**src/rtl/tmr_pkg.sv**
```systemverilog
package tmr_pkg;
  localparam int unsigned BUS_W = 16;

  typedef enum logic [2:0] {
    SRC_CLK1    = 3'd0,
    SRC_DIV64   = 3'd1,
    SRC_DIV256  = 3'd2,
    SRC_DIV1024 = 3'd3,
    SRC_CHAIN   = 3'd4
  } tick_src_e;

  typedef struct packed {
    logic       run;
    logic       irq_en;
    logic [2:0] src;
  } tmr_ctrl_t;

  // codes 4..7 all select chain mode
  function automatic logic src_is_chain(input logic [2:0] s);
    return s[2];
  endfunction

  // log2 of the clock divider for the low two select bits
  function automatic int unsigned src_div_log2(input logic [1:0] s);
    case (s)
      2'd0:    return 0;
      2'd1:    return 6;
      2'd2:    return 8;
      default: return 10;
    endcase
  endfunction

  function automatic logic [BUS_W-1:0] ctrl_to_bus(input tmr_ctrl_t c);
    logic [BUS_W-1:0] d;
    d    = '0;
    d[7] = c.run;
    d[6] = c.irq_en;
    d[2:0] = c.src;
    return d;
  endfunction

  function automatic tmr_ctrl_t bus_to_ctrl(input logic [BUS_W-1:0] d);
    tmr_ctrl_t c;
    c.run    = d[7];
    c.irq_en = d[6];
    c.src    = d[2:0];
    return c;
  endfunction
endpackage

```
**src/rtl/tmr_prescaler.sv**
```systemverilog
module tmr_prescaler #(
  parameter int unsigned PRE_W = 10
) (
  input  logic       clk,
  input  logic       rst_n,
  input  logic       run,
  input  logic [1:0] rate_sel,
  output logic       tick
);
  import tmr_pkg::*;

  logic [PRE_W-1:0] phase_q;
  logic [PRE_W-1:0] mask;

  // phase stays at zero while stopped, so it restarts on every enable
  always_ff @(posedge clk) begin
    if (!rst_n)    phase_q <= '0;
    else if (!run) phase_q <= '0;
    else           phase_q <= phase_q + 1'b1;
  end

  always_comb begin
    mask = (PRE_W'(1) << src_div_log2(rate_sel)) - PRE_W'(1);
    tick = run && ((phase_q & mask) == mask);
  end

  assert_div_tick_spaced_R6: assert property (@(posedge clk) disable iff (!rst_n)
    (tick && rate_sel != 2'd0) |=> (!tick || rate_sel == 2'd0));
endmodule

```
**src/rtl/tmr_channel.sv**
```systemverilog
module tmr_channel #(
  parameter int unsigned CNT_W = 16,
  parameter int unsigned PRE_W = 10
) (
  input  logic                      clk,
  input  logic                      rst_n,
  input  logic                      ctrl_we,
  input  logic                      reload_we,
  input  logic [tmr_pkg::BUS_W-1:0] wdata,
  input  logic                      chain_in,
  output logic [CNT_W-1:0]          count_o,
  output tmr_pkg::tmr_ctrl_t        ctrl_o,
  output logic                      ovf_o,
  output logic                      irq_o
);
  import tmr_pkg::*;

  tmr_ctrl_t        ctrl_q;
  logic [CNT_W-1:0] reload_q;
  logic [CNT_W-1:0] count_q;
  logic             pre_tick;
  logic             run_rise;
  logic             step;
  logic             wrap;

  tmr_prescaler #(.PRE_W(PRE_W)) u_pre (
    .clk      (clk),
    .rst_n    (rst_n),
    .run      (ctrl_q.run),
    .rate_sel (ctrl_q.src[1:0]),
    .tick     (pre_tick)
  );

  always_comb begin
    run_rise = ctrl_we && wdata[7] && !ctrl_q.run;
    step     = ctrl_q.run && (src_is_chain(ctrl_q.src) ? chain_in : pre_tick);
    wrap     = step && (count_q == '1);
  end

  always_ff @(posedge clk) begin
    if (!rst_n) begin
      ctrl_q   <= '0;
      reload_q <= '0;
    end else begin
      if (ctrl_we)   ctrl_q   <= bus_to_ctrl(wdata);
      if (reload_we) reload_q <= wdata[CNT_W-1:0];
    end
  end

  always_ff @(posedge clk) begin
    if (!rst_n)        count_q <= '0;
    else if (run_rise) count_q <= reload_q;
    else if (wrap)     count_q <= reload_q;
    else if (step)     count_q <= count_q + 1'b1;
  end

  assign count_o = count_q;
  assign ctrl_o  = ctrl_q;
  assign ovf_o   = wrap;
  assign irq_o   = wrap && ctrl_q.irq_en;

  assert_hold_when_off_R10: assert property (@(posedge clk) disable iff (!rst_n)
    (!ctrl_q.run && !(ctrl_we && wdata[7])) |=> $stable(count_q));

  assert_reload_on_enable_R4: assert property (@(posedge clk) disable iff (!rst_n)
    $rose(ctrl_q.run) |-> (count_q == $past(reload_q)));

  assert_reload_on_wrap_R7: assert property (@(posedge clk) disable iff (!rst_n)
    wrap |=> (count_q == $past(reload_q)));

  assert_step_by_one_R5: assert property (@(posedge clk) disable iff (!rst_n)
    (step && !wrap) |=> (count_q == $past(count_q) + 1'b1));

  assert_no_wrap_when_off_R10: assert property (@(posedge clk) disable iff (!rst_n)
    !ctrl_q.run |-> !ovf_o);
endmodule

```
**src/rtl/tmr_bus_decode.sv**
```systemverilog
module tmr_bus_decode #(
  parameter int unsigned         N_TMR  = 4,
  parameter int unsigned         ADDR_W = 9,
  parameter logic [ADDR_W-1:0]   BASE   = 9'h100,
  localparam int unsigned        IDX_W  = (N_TMR > 1) ? $clog2(N_TMR) : 1
) (
  input  logic              clk,
  input  logic              rst_n,
  input  logic [ADDR_W-1:0] addr,
  input  logic              we,
  output logic              hit,
  output logic              is_ctrl,
  output logic [IDX_W-1:0]  idx,
  output logic [N_TMR-1:0]  reload_we,
  output logic [N_TMR-1:0]  ctrl_we
);
  localparam logic [ADDR_W-1:0] SPAN = ADDR_W'(4 * N_TMR);

  logic [ADDR_W-1:0] off;

  always_comb begin
    off     = addr - BASE;
    hit     = (addr >= BASE) && (off < SPAN) && !off[0];
    is_ctrl = off[1];
    idx     = off[IDX_W+1:2];
  end

  for (genvar g = 0; g < N_TMR; g++) begin : g_we
    assign reload_we[g] = we && hit && !is_ctrl && (idx == IDX_W'(g));
    assign ctrl_we[g]   = we && hit &&  is_ctrl && (idx == IDX_W'(g));
  end

  assert_single_target_R11: assert property (@(posedge clk) disable iff (!rst_n)
    $onehot0({reload_we, ctrl_we}));
endmodule

```
**src/rtl/quad_reload_timer.sv**
```systemverilog
module quad_reload_timer #(
  parameter int unsigned       N_TMR  = 4,
  parameter int unsigned       CNT_W  = 16,
  parameter int unsigned       PRE_W  = 10,
  parameter int unsigned       ADDR_W = 9,
  parameter logic [ADDR_W-1:0] BASE   = 9'h100
) (
  input  logic              clk,
  input  logic              rst_n,
  input  logic [ADDR_W-1:0] bus_addr,
  input  logic              bus_we,
  input  logic [15:0]       bus_wdata,
  output logic [15:0]       bus_rdata,
  output logic [N_TMR-1:0]  ovf_o,
  output logic [N_TMR-1:0]  irq_o
);
  import tmr_pkg::*;

  localparam int unsigned IDX_W = (N_TMR > 1) ? $clog2(N_TMR) : 1;

  logic             hit;
  logic             is_ctrl;
  logic [IDX_W-1:0] idx;
  logic [N_TMR-1:0] reload_we;
  logic [N_TMR-1:0] ctrl_we;
  logic [N_TMR-1:0] chain_in;
  logic [CNT_W-1:0] count_arr [N_TMR];
  tmr_ctrl_t        ctrl_arr  [N_TMR];

  tmr_bus_decode #(.N_TMR(N_TMR), .ADDR_W(ADDR_W), .BASE(BASE)) u_dec (
    .clk       (clk),
    .rst_n     (rst_n),
    .addr      (bus_addr),
    .we        (bus_we),
    .hit       (hit),
    .is_ctrl   (is_ctrl),
    .idx       (idx),
    .reload_we (reload_we),
    .ctrl_we   (ctrl_we)
  );

  // channel 0 has no lower neighbour: its chain input is tied low
  assign chain_in[0] = 1'b0;
  for (genvar g = 1; g < N_TMR; g++) begin : g_chain
    assign chain_in[g] = ovf_o[g-1];
  end

  for (genvar g = 0; g < N_TMR; g++) begin : g_ch
    tmr_channel #(.CNT_W(CNT_W), .PRE_W(PRE_W)) u_ch (
      .clk       (clk),
      .rst_n     (rst_n),
      .ctrl_we   (ctrl_we[g]),
      .reload_we (reload_we[g]),
      .wdata     (bus_wdata),
      .chain_in  (chain_in[g]),
      .count_o   (count_arr[g]),
      .ctrl_o    (ctrl_arr[g]),
      .ovf_o     (ovf_o[g]),
      .irq_o     (irq_o[g])
    );
  end

  for (genvar g = 1; g < N_TMR; g++) begin : g_chk
    assert_chain_hold_R10: assert property (@(posedge clk) disable iff (!rst_n)
      (ctrl_arr[g].run && src_is_chain(ctrl_arr[g].src) && !ovf_o[g-1] && !ctrl_we[g])
        |=> $stable(count_arr[g]));
  end

  always_comb begin
    bus_rdata = '0;
    if (hit) begin
      if (is_ctrl) bus_rdata = ctrl_to_bus(ctrl_arr[idx]);
      else         bus_rdata = BUS_W'(count_arr[idx]);
    end
  end

  assert_ch0_chain_idle_R9: assert property (@(posedge clk) disable iff (!rst_n)
    src_is_chain(ctrl_arr[0].src) |-> !ovf_o[0]);
endmodule

```
**config.mk**
```make
export PLATFORM = sky130hd
export DESIGN_NAME = quad_reload_timer
export DESIGN_NICKNAME = d
export VERILOG_FILES = /design/src/rtl/tmr_pkg.sv /design/src/rtl/tmr_prescaler.sv /design/src/rtl/tmr_channel.sv /design/src/rtl/tmr_bus_decode.sv /design/src/rtl/quad_reload_timer.sv
export SDC_FILE = /design/constraint.sdc
export NUM_CORES = 1
export LEC_CHECK = 0
export ABC_AREA = 1
export BUFFER_PORTS_ARGS = -buffer_cell sky130_fd_sc_hd__buf_2
export CORE_ASPECT_RATIO = 1.25
export CORE_MARGIN = 2
export CORE_UTILIZATION = 40
export DETAILED_ROUTE_END_ITERATION = 10
export GPL_ROUTABILITY_DRIVEN = 1
export MAX_ROUTING_LAYER = met4
export PLACE_DENSITY = 0.55
export SLEW_MARGIN = 25
export SYNTH_ARGS = -nofsm -noshare
export SYNTH_HDL_FRONTEND = slang
export SYNTH_SLANG_ARGS = --single-unit
```
**constraint.sdc**
```tcl
create_clock -name clk -period 2.5 [get_ports clk]
set_clock_uncertainty 0.05 [all_clocks]
set_input_delay 0.5 -clock clk [delete_from_list [all_inputs] [get_ports clk]]
set_output_delay 0.5 -clock clk [all_outputs]
set_load 0.01 [all_outputs]
```
======== After elaboration in Yosys (flattened, before gate mapping) ========
Cells that the tools add are included.
storage, ports and cells
  bits in registers ....................... 188
  word-level logic and storage cells ...... 152
cells by class
  $add $sub $neg .......................... 13
  magnitude comparators ................... 3
  equal/unequal tests ..................... 19
  shift operators ......................... 4
  mux-type cells .......................... 28
  bitwise logic cells ..................... 5
  reductions and logical operators ........ 56
operators by type and width
  operator                                                  count
  2-to-1 mux 16 bit                                         16
  left shift 1 x 32 -> 10 bit, first input constant         4
  adder 16 x 1 -> 16 bit, second input constant             4
  equality test 16 bit, second input constant               4
  case mux 4 bit (3 select lines)                           4
  adder 10 x 1 -> 10 bit, second input constant             4
  AND 10 bit                                                4
  equality test 10 bit                                      4
  subtractor 10 x 2 -> 10 bit, second input constant        4
  logical AND 1 bit                                         37
  binary-select mux 16 bit (select 2 bit)                   1
  equality test 2 bit, second input constant                6
  nonzero test 3 bit                                        4
  binary-select mux 5 bit (select 2 bit)                    1
  equality test 2 x 1 -> 1 bit, second input constant       5
  logical NOT 2 bit                                         5
  2-to-1 mux 5 bit                                          2
  greater-or-equal comparator 9 bit, second input constant  1
  < comparator 9 x 5 -> 1 bit, second input constant        1
  subtractor 9 bit, second input constant                   1
  AND reduction 2 bit                                       4
  logical NOT 1 bit                                         6
  2-to-1 mux 1 bit                                          4
  greater-or-equal comparator 3 bit, second input constant  1
  inverter 2 -> 3 bit                                       1

======== Longest topological paths before layout ========
Gate-level depths: netlist of run 1.
  depth after elaboration ................. 21
  mapped depth ............................ 19
  depth with buffers taken out ............ 17

======== By module ========
A second synthesis of run 1 with hierarchy kept.
second synthesis, totals
  cell total of the unflattened synthesis .. 1740
  area, all modules ....................... 10908.0 um2
modules (own cells, without submodules)
  module             instances  cells an instance  area an instance (um2)  sequential area each (um2)
  tmr_channel        4          297                1960.6                  740.7
  tmr_prescaler      4          70                 471.7                   200.2
  quad_reload_timer  1          246                1047.3                  0.0
  tmr_bus_decode     1          26                 131.4                   0.0

======== Least setup slack after synthesis of run 1 ========
No wires, ideal clock.
  path type ............................... reg-to-output
  from .................................... reg g_ch[0].u_ch.count_q[0]
  to ...................................... out irq_o[3]
  arrival time ............................ 1.744 ns
  required time ........................... 1.950 ns
  slack ................................... 0.206 ns
  stages on the path, launching flop included .. 15
  path through ............................ dfxtp_1 ha_1 nand2_1 nor2_1 nand2_1 nor2_1 nand3_1 nand2_1 nand3_1 nand2_1 nand3_2 nand2_2 nand3_4 nor2_1 buf_4
between the ends
  word-level cells in the longest chain between the ends .. 12
ends and longest elaborated chain
  what                    line                     source
  from (decl)             tmr_channel.sv:20        logic [CNT_W-1:0] count_q;
  from (signal assigned)  tmr_channel.sv:52        else if (run_rise) count_q <= reload_q;
  from (signal assigned)  tmr_channel.sv:53        else if (wrap) count_q <= reload_q;
  from (signal assigned)  tmr_channel.sv:54        else if (step) count_q <= count_q + 1'b1;
  equality test 16 bit    tmr_channel.sv:37        wrap = step && (count_q == '1);
  logical AND 1 bit       tmr_channel.sv:37
  2-to-1 mux 1 bit        tmr_channel.sv:36        step = ctrl_q.run && (src_is_chain(ctrl_q.src) ? chain_in : pre_tick);
  logical AND 1 bit       tmr_channel.sv:36
  logical AND 1 bit       tmr_channel.sv:37
  2-to-1 mux 1 bit        tmr_channel.sv:36
  logical AND 1 bit       tmr_channel.sv:36
  logical AND 1 bit       tmr_channel.sv:37
  2-to-1 mux 1 bit        tmr_channel.sv:36
  logical AND 1 bit       tmr_channel.sv:36
  logical AND 1 bit       tmr_channel.sv:37
  logical AND 1 bit       tmr_channel.sv:60        assign irq_o = wrap && ctrl_q.irq_en;
  to (decl)               quad_reload_timer.sv:15  output logic [N_TMR-1:0] irq_o
No other way between the ends.

======== Worst setup path after layout of run 1 ========
  from .................................... reg g_ch[1].u_ch.count_q[1]
  to ...................................... out irq_o[3]
between the ends
  word-level cells in the longest chain between the ends .. 9
ends and longest elaborated chain
  what                    line
  from (decl)             tmr_channel.sv:20
  from (signal assigned)  tmr_channel.sv:52
  from (signal assigned)  tmr_channel.sv:53
  from (signal assigned)  tmr_channel.sv:54
  equality test 16 bit    tmr_channel.sv:37
  logical AND 1 bit       tmr_channel.sv:37
  2-to-1 mux 1 bit        tmr_channel.sv:36
  logical AND 1 bit       tmr_channel.sv:36
  logical AND 1 bit       tmr_channel.sv:37
  2-to-1 mux 1 bit        tmr_channel.sv:36
  logical AND 1 bit       tmr_channel.sv:36
  logical AND 1 bit       tmr_channel.sv:37
  logical AND 1 bit       tmr_channel.sv:60
No other way between the ends.

==> metrics.md, run 1 <==
| Metric | Value |
|---|---|
| Cells after synthesis | 1298 |
| Worst path max stage delay | 0.36 ns |
| Fraction of layout cells with a size suffix above 1 | 23.92% |
| Yosys cell types | 52 |
| Final min period | 2.778 ns |
| Via-to-Cell Ratio | 5.319 |
| Clock Tree Root | clkbuf_16 |
| RSZ-0062 raised after global routing | yes |
| Max cap viols | 0 |
| Area of the core | 23120 sq um |
| Final setup fails | 8 |
| RR Startpoint | g_ch[1].u_ch.count_o[1] |
| Initial DRC count | 618 |
| Syn Nets | 1334 |
| Worst skew pair latency | 0.45 ns |
| Clock slew at reported path FFs | 0.07 ns |
| Tightest Pin Transition | 0.7634 ns |
| Worst setup path start | g_ch[1].u_ch.count_o[1] |
| Run status | finished with violations |
| Non-filler cells, final | 1747 |
| Wire per inst | 17.33 um |
| Critical Path RT | 1.95 ns |
| DRT Pass-1 Iters | 5 |
| H-tree depth | 4 |
| Pwr per Cell Area | 496.9 nW/um^2 |
| Hold slack | 0.3829 ns |
| CP cell instances | ha_4, nand2_4, nor3_4, buf_4, nand3_2, nor2_4, nand3_4, nand2_4, nand3_4, nand2_4, nand3_4, nor2_4, buf_6 |
| Relative slew slack | 49.05% |
| Crit path arrival time | 2.23 ns |
| Flop-to-flop setup slack | -0.05 ns |
| CTS tree | done |
| IO buf count | 51 |
| Die width | 141.5 um |
| Die H | 175.9 um |
| Mean Syn Cell Area | 7.285 sq um |
| Leakage | 4.860 nW |
| Critical path endpoint category | output port |
| Post-synthesis sequential area ratio | 39.80% |
| Inserted Diodes | 0 |
| Total chip power | 6.006 mW |
| Drt total wl | 30280 um |
| Final Hold Viols | 0 |
| Number of synthesized flops with an enable pin | 0 |
| Area Overhead vs Synth | 27.83% |
| Fmax | 0.3600 GHz |
| First-pass GRT wire length | 47130 um |
| Dpl cells | 1667 |
| Vias in the first global route | 8842 |
| Yosys warns | 0 |
| R2r worst-path depth | 21 |
| GP Congestion | 0.9407 |
| Largest net degree at the start of global routing | 53 |
| Startpoint types | flop |
| Crit path max fanout | 3 |
| GRT Resource Usage Total | 25.39% |
| Nets | 1482 |
| Initial Util | 40.90% |
| Initial antenna violation count | 0 |
| Violated checks | setup timing |
| Commonest non-fill, non-tap cell in the layout | nor2_1 |
| # DRC | 0 |
| Grt ovf | 0 |
| Most frequent cells in the layout | nor2_1, dfxtp_1, nand2_1 |
| Sink Count | 188 |
| #FFs+latches synth | 188 |
| Post-Syn Area | 9455 sq um |
| Tcrit/Tclk final | 111.1% |
| CP max-delay cell | dfxtp_2 |
| Dominant synthesized flop cell | dfxtp_1 |
| Final slew viol count | 0 |
| Post-synth ARST share | 0% |
| End of the critical path | irq_o[3] |
| Critical path class | reg -> out |
| Final ANT Viol Nets | 0 |
| CTS Buf Count | 17 |
| # IOs | 52 |
| DIE AREA | 24890 sq um |
| CTS Hold Buffers Added | 0 |
| Cell Rows | 62 |
| Post-detail-place hpwl | 21240 um |
| Hold Path Class | reg -> reg |
| Via Count | 9292 |
| CTS max path bufs | 2 |
| Worst R2R End | g_ch[1].u_ch.count_o[14] |
| Setup slack after layout | -0.2777 ns |
| Worst VDD drop | 499.1 uV |
[state kept, by name, indices dropped and copies added (netlist names)]
name	count
g_ch.u_ch.count_o	64
g_ch.u_ch.ctrl_o	20
g_ch.u_ch.reload_q	64
g_ch.u_ch.u_pre.phase_q	40
[worst min path at each step]
| stage | cells past startpoint | endpoint | slack, ns | startpoint |
|---|---|---|---|---|
| 2_1_floorplan | 1 | g_ch[2].u_ch.u_pre.phase_q[0] | 0.37 | g_ch[2].u_ch.u_pre.phase_q[0] |
| 3_3_place_gp | 1 | g_ch[2].u_ch.u_pre.phase_q[0] | 0.38 | g_ch[2].u_ch.u_pre.phase_q[0] |
| 3_5_place_dp | 1 | g_ch[3].u_ch.u_pre.phase_q[0] | 0.38 | g_ch[3].u_ch.u_pre.phase_q[0] |
| 4_1_cts | 1 | g_ch[0].u_ch.u_pre.phase_q[0] | 0.39 | g_ch[0].u_ch.u_pre.phase_q[0] |
| 5_1_grt | 1 | g_ch[0].u_ch.u_pre.phase_q[0] | 0.40 | g_ch[0].u_ch.u_pre.phase_q[0] |
| 6_report | 1 | g_ch[0].u_ch.u_pre.phase_q[0] | 0.38 | g_ch[0].u_ch.u_pre.phase_q[0] |
[report_power, final]
part / leakage [nW] / total (mW) / internal (mW) / switching (mW)
Combinational: 3.04 / 0.215 / 0.0510 / 0.164
Sequential: 1.52 / 3.00 / 3.00 / 0.00206
Clock: 0.294 / 2.79 / 1.57 / 1.23
Total: 4.86 / 6.01 / 4.61 / 1.39
[worst max-delay path, delay by kind of cell, from the launching register on]
family / cells / cell delay [ns]
simple gates: 10 / 1.02
fa+ha+maj: 1 / 0.15
flops: 1 / 0.36
buf+inv: 2 / 0.24
[cells in the mapped netlist, types with 5 or more instances]
cell        n  share of area, %
nor2_1    193               7.7
dfxtp_1   188                40
nand2_1   172               6.8
inv_1     153               6.1
o21ai_0    95               5.0
a211oi_1   79               6.3
a21oi_1    79               4.2
clkbuf_1   50               2.0
nand3_1    49               2.6
xor2_1     32               3.0
o211ai_1   28               2.2
o22ai_1    27               1.8
nor3_1     18              0.95
a221oi_1   12               1.1
buf_2       9              0.48
buf_4       9              0.71
ha_1        8               1.1
xnor2_1     8              0.74
nand4_1     7              0.46
or2_2       7              0.46
nand3_2     6              0.64
o21ai_1     6              0.32
nand2_2     5              0.33
nor3_2      5              0.53
[area by class of cell]
class | instances | area, sq um
clock buffer | 21 | 470.5
clock inverter | 11 | 133.9
fill | 2302 | 11030
inverter | 155 | 584.3
multi-input combinational | 884 | 5179
sequential | 188 | 3790
tap | 288 | 360.3
timing repair buffer | 200 | 1569
[metal layers]
metal	vias up	share of wire, %	track usage [%]
li1	4709	-	-
met4	0	3.9	10.58
met3	60	5.5	4.362
met5	-	0	-
met2	262	47	40.57
met1	4261	44	31.78
[stage by stage]
| stage | worst slack [ns] | cell area (sq um) | util [%] | setup TNS, ns |
|---|---|---|---|---|
| final | -0.2777 | 12090 | 52.28 | -1.383 |
| after global routing | -0.4021 | 12090 | 52.28 | -3.949 |
| after CTS | -0.3129 | 11770 | 50.89 | -1.714 |
| after detailed placement | -0.05164 | 10540 | 45.58 | -0.07401 |
| after global placement | -0.02212 | 10540 | 45.58 | -0.02566 |
| after floorplan | 0.2064 | 9455 | - | 0 |
[what timing repair did]
| item | 4_1_cts | 5_1_grt |
|---|---|---|
| pin swaps | 34 | 23 |
| setup endpoints to repair | 26 | 59 |
| gates cloned | 0 | 3 |
| gates resized for setup | 78 | 61 |
| buffers inserted | 46 | 4 |
[cells by family after synthesis]
logic type      Yosys count  share of synthesized area (%)
buf+inv                 226                          9.739
flops                   188                          39.80
compound gates          353                          23.22
xor+xnor                 40                          3.705
fa+ha+maj                 8                          1.059
simple gates            480                          22.15
mux                       3                         0.3176
(Power assumes the default switching activity.)
==> inputs of run 2 (changes only) <==
- ABC_AREA: 1 -> not set
- REMOVE_ABC_BUFFERS: not set -> 1
==> metrics.md, run 2 <==
| Metric | Value |
|---|---|
| Run status | finished with violations (unchanged) |
| Violated checks | setup timing (unchanged) |
| Die H | 178.3 um (was 175.9 um) |
| Tcrit/Tclk final | 132.7% (was 111.1%) |
| Final slew viol count | 0 (unchanged) |
| Final min period | 3.319 ns (was 2.778 ns) |
| Final ANT Viol Nets | 0 (unchanged) |
| Hold Path Class | in -> reg (was reg -> reg) |
| Crit path max fanout | 3 (unchanged) |
| Synth top area share | 38.72% (was 39.80%) |
| Nets | 1462 (was 1482) |
| Critical path class | reg -> out (unchanged) |
| # IOs | 52 (unchanged) |
| Area of the core | 23810 sq um (was 23120 sq um) |
| Most frequent cell after synthesis | nand2_1 (was nor2_1) |
| Area Overhead vs Synth | 31.91% (was 27.83%) |
| Worst skew pair latency | 0.44 ns (was 0.45 ns) |
| Post-detail-place hpwl | 25000 um (was 21240 um) |
| Post-Syn Area | 9721 sq um (was 9455 sq um) |
| Largest net degree at the start of global routing | 67 (was 53) |
| Setup slack after layout | -0.8186 ns (was -0.2777 ns) |
| Fraction of layout cells with a size suffix above 1 | 28.01% (was 23.92%) |
| Via-to-Cell Ratio | 5.596 (was 5.319) |
| GRT Resource Usage Total | 27.92% (was 25.39%) |
| # DRC | 0 (unchanged) |
| Initial DRC count | 766 (was 618) |
| Sink Count | 188 (unchanged) |
| Largest cells by area after synthesis | dfxtp_1, nand2_1, a21oi_1, mux2i_1, mux4_2 (was dfxtp_1, nor2_1, nand2_1, a211oi_1, inv_1) |
| Final core area utilization | 53.86% (was 52.28%) |
| Clock Tree Root | clkbuf_16 (unchanged) |
| Wire per inst | 19.33 um (was 17.33 um) |
| Die width | 143.4 um (was 141.5 um) |
| Number of synthesized flops with an enable pin | 0 (unchanged) |
| CP cell instances | ha_4, nand3_2, or4_4, o41a_1, a211o_4, a21oi_4, and2_4, buf_6 (was ha_4, nand2_4, nor3_4, buf_4, nand3_2, nor2_4, nand3_4, nand2_4, nand3_4, nand2_4, nand3_4, nor2_4, buf_6) |
| CTS max path bufs | 2 (unchanged) |
| Initial Util | 40.83% (was 40.90%) |
| Drt total wl | 34160 um (was 30280 um) |
| Yosys cell types | 73 (was 52) |
| RSZ-0062 raised after global routing | yes (unchanged) |
| Max cap viols | 0 (unchanged) |
| CP max-delay cell | or4_4 (was dfxtp_2) |
| Fmax | 0.3013 GHz (was 0.3600 GHz) |
| Cell Rows | 63 (was 62) |
| GP Congestion | 0.9252 (was 0.9407) |
| Vias in the first global route | 9337 (was 8842) |
| Mean Syn Cell Area | 8.047 sq um (was 7.285 sq um) |
| Final setup fails | 40 (was 8) |
| IO buf count | 51 (unchanged) |
| Yosys warns | 0 (unchanged) |
| Relative slew slack | 45.38% (was 49.05%) |
| Post-synth ARST share | 0% (unchanged) |
| Commonest cells post-synth | nand2_1, dfxtp_1, a21oi_1, nor2_1, clkbuf_1 (was nor2_1, dfxtp_1, nand2_1, inv_1, o21ai_0) |
| TNS Setup | -14.45 ns (was -1.383 ns) |
| Critical Path RT | 1.95 ns (about the same) |
| Startpoint types | flop (unchanged) |
| DIE AREA | 25570 sq um (was 24890 sq um) |
| CTS Buf Count | 17 (unchanged) |
| Grt ovf | 0 (unchanged) |
| Clock slew at reported path FFs | 0.07 ns (about the same) |
| Final Hold Viols | 0 (unchanged) |
| First-pass GRT wire length | 52530 um (was 47130 um) |
| CTS tree | done (unchanged) |
| Post-synthesis sequential area ratio | 38.72% (was 39.80%) |
| Synth area leader | dfxtp_1 (unchanged) |
| Critical path endpoint category | output port (unchanged) |
| H-tree depth | 4 (unchanged) |
| Leakage | 4.936 nW (was 4.860 nW) |
| Dominant synthesized flop cell | dfxtp_1 (unchanged) |
| Crit path arrival time | 2.77 ns (was 2.23 ns) |
| #FFs+latches synth | 188 (unchanged) |
| Cells after synthesis | 1208 (was 1298) |
| Worst VDD drop | 434.3 uV (was 499.1 uV) |
| DRT Pass-1 Iters | 7 (was 5) |
| Worst path max stage delay | 0.57 ns (was 0.36 ns) |
| Via Count | 9889 (was 9292) |
| Initial antenna violation count | 2 (was 0) |
| Most frequent cells in the layout | nand2_1, buf_4, dfxtp_1 (was nor2_1, dfxtp_1, nand2_1) |
| Tightest Pin Transition | 0.8118 ns (was 0.7634 ns) |
| Pwr per Cell Area | 469.4 nW/um^2 (was 496.9 nW/um^2) |
| Commonest non-fill, non-tap cell in the layout | nand2_1 (was nor2_1) |
-- run 2: changes by cell type after synthesis, moves of 13 or more --
cell,before,now
mux2i_1,3,52
a211oi_1,79,13
and2_1,0,17
nand2_1,172,228
nand4_1,7,25
a21oi_1,79,125
o211ai_1,28,5
inv_1,153,16
nor2_1,193,112
nor2b_1,0,13
and3_1,2,16
mux4_2,0,20
o21ai_0,95,39
-- run 2: path summary, 6_finish.rpt --
path / start / endpoint / slack, ns / depth (start not counted)
min: bus_wdata[14] / g_ch[1].u_ch.reload_q[14] / 0.31 / 3
max: g_ch[1].u_ch.count_o[1] / irq_o[3] / -0.82 / 8
max reg2reg: g_ch[1].u_ch.count_o[1] / g_ch[3].u_ch.count_o[5] / -0.63 / 13
min reg2reg: g_ch[0].u_ch.reload_q[8] / g_ch[0].u_ch.reload_q[8] / 0.40 / 2
-- run 2: stage by stage --
step / power, mW / setup WS, ns / cell area, sq um / hold slack [ns] / std cells
floorplan: 3.116 / -0.6068 / 9412 / 0.3757 / 1135
global placement: 3.267 / -0.6446 / 11620 / 0.3841 / 1707
detailed placement: 3.267 / -0.6556 / 11620 / 0.3910 / 1707
CTS: 6.068 / -0.8199 / 12600 / 0.2967 / 1753
global route: 6.189 / -0.8891 / 12820 / 0.3113 / 1765
finish: 6.019 / -0.8186 / 12820 / 0.3148 / 1767
-- run 2: kinds of logic after synthesis --
| group | count (synthesis) | share of synthesized area (%) |
|---|---|---|
| adders and majority gates | 8 | 1.030 |
| AOI/OAI and AO/OA | 262 | 16.53 |
| and+or+nand+nor | 553 | 26.46 |
| buffers and inverters | 90 | 3.887 |
| DFF | 188 | 38.72 |
| xor gates and xnor gates | 32 | 2.883 |
| muxes | 75 | 10.49 |
-- run 2: worst max-delay path: cells and delay by family, from the launching register on --
| family | cells | cell delay [ns] |
|---|---|---|
| AO/OA/AOI/OAI | 3 | 0.91 |
| AND/OR/NAND/NOR | 3 | 0.83 |
| buffers and inverters | 1 | 0.09 |
| adder cells (fa/ha/maj) | 1 | 0.14 |
| flip-flops | 1 | 0.35 |
-- run 2: area by class of cell --
cell class	instances	area [sq um]
Antenna cell	3	7.507
Clock buffer	20	436.7
Multi-Input combinational cell	930	5848
Tap cell	325	406.6
Sequential cell	188	3774
Fill cell	2321	10980
Timing Repair Buffer	272	2120
Clock inverter	12	160.2
Inverter	17	70.07
-- run 2: what timing repair did --
item / in CTS / in global routing
setup buffers: 15 / 14
pin swaps: 35 / 18
setup endpoints to repair: 57 / 65
resized for setup: 68 / 39
cloned: 0 / 1
hold buffers: 0 / 0
-- run 2: per-layer routing --
metal  global-route usage [%]  up-vias  part of all wire [%]  routed length, um
met3                    5.638       70                   6.3               2160
met2                    45.04      336                    48              16500
met1                    33.84     4752                    41              14010
met5                        -        -                     0                  0
met4                    12.21        0                   4.4               1493
li1                         -     4731                     -                  -
-- run 2: power breakdown --
group	internal (mW)	leakage (nW)	switching (mW)
clock	1.58	0.278	1.23
sequential	2.99	1.52	0.000777
combinational	0.0600	3.14	0.148
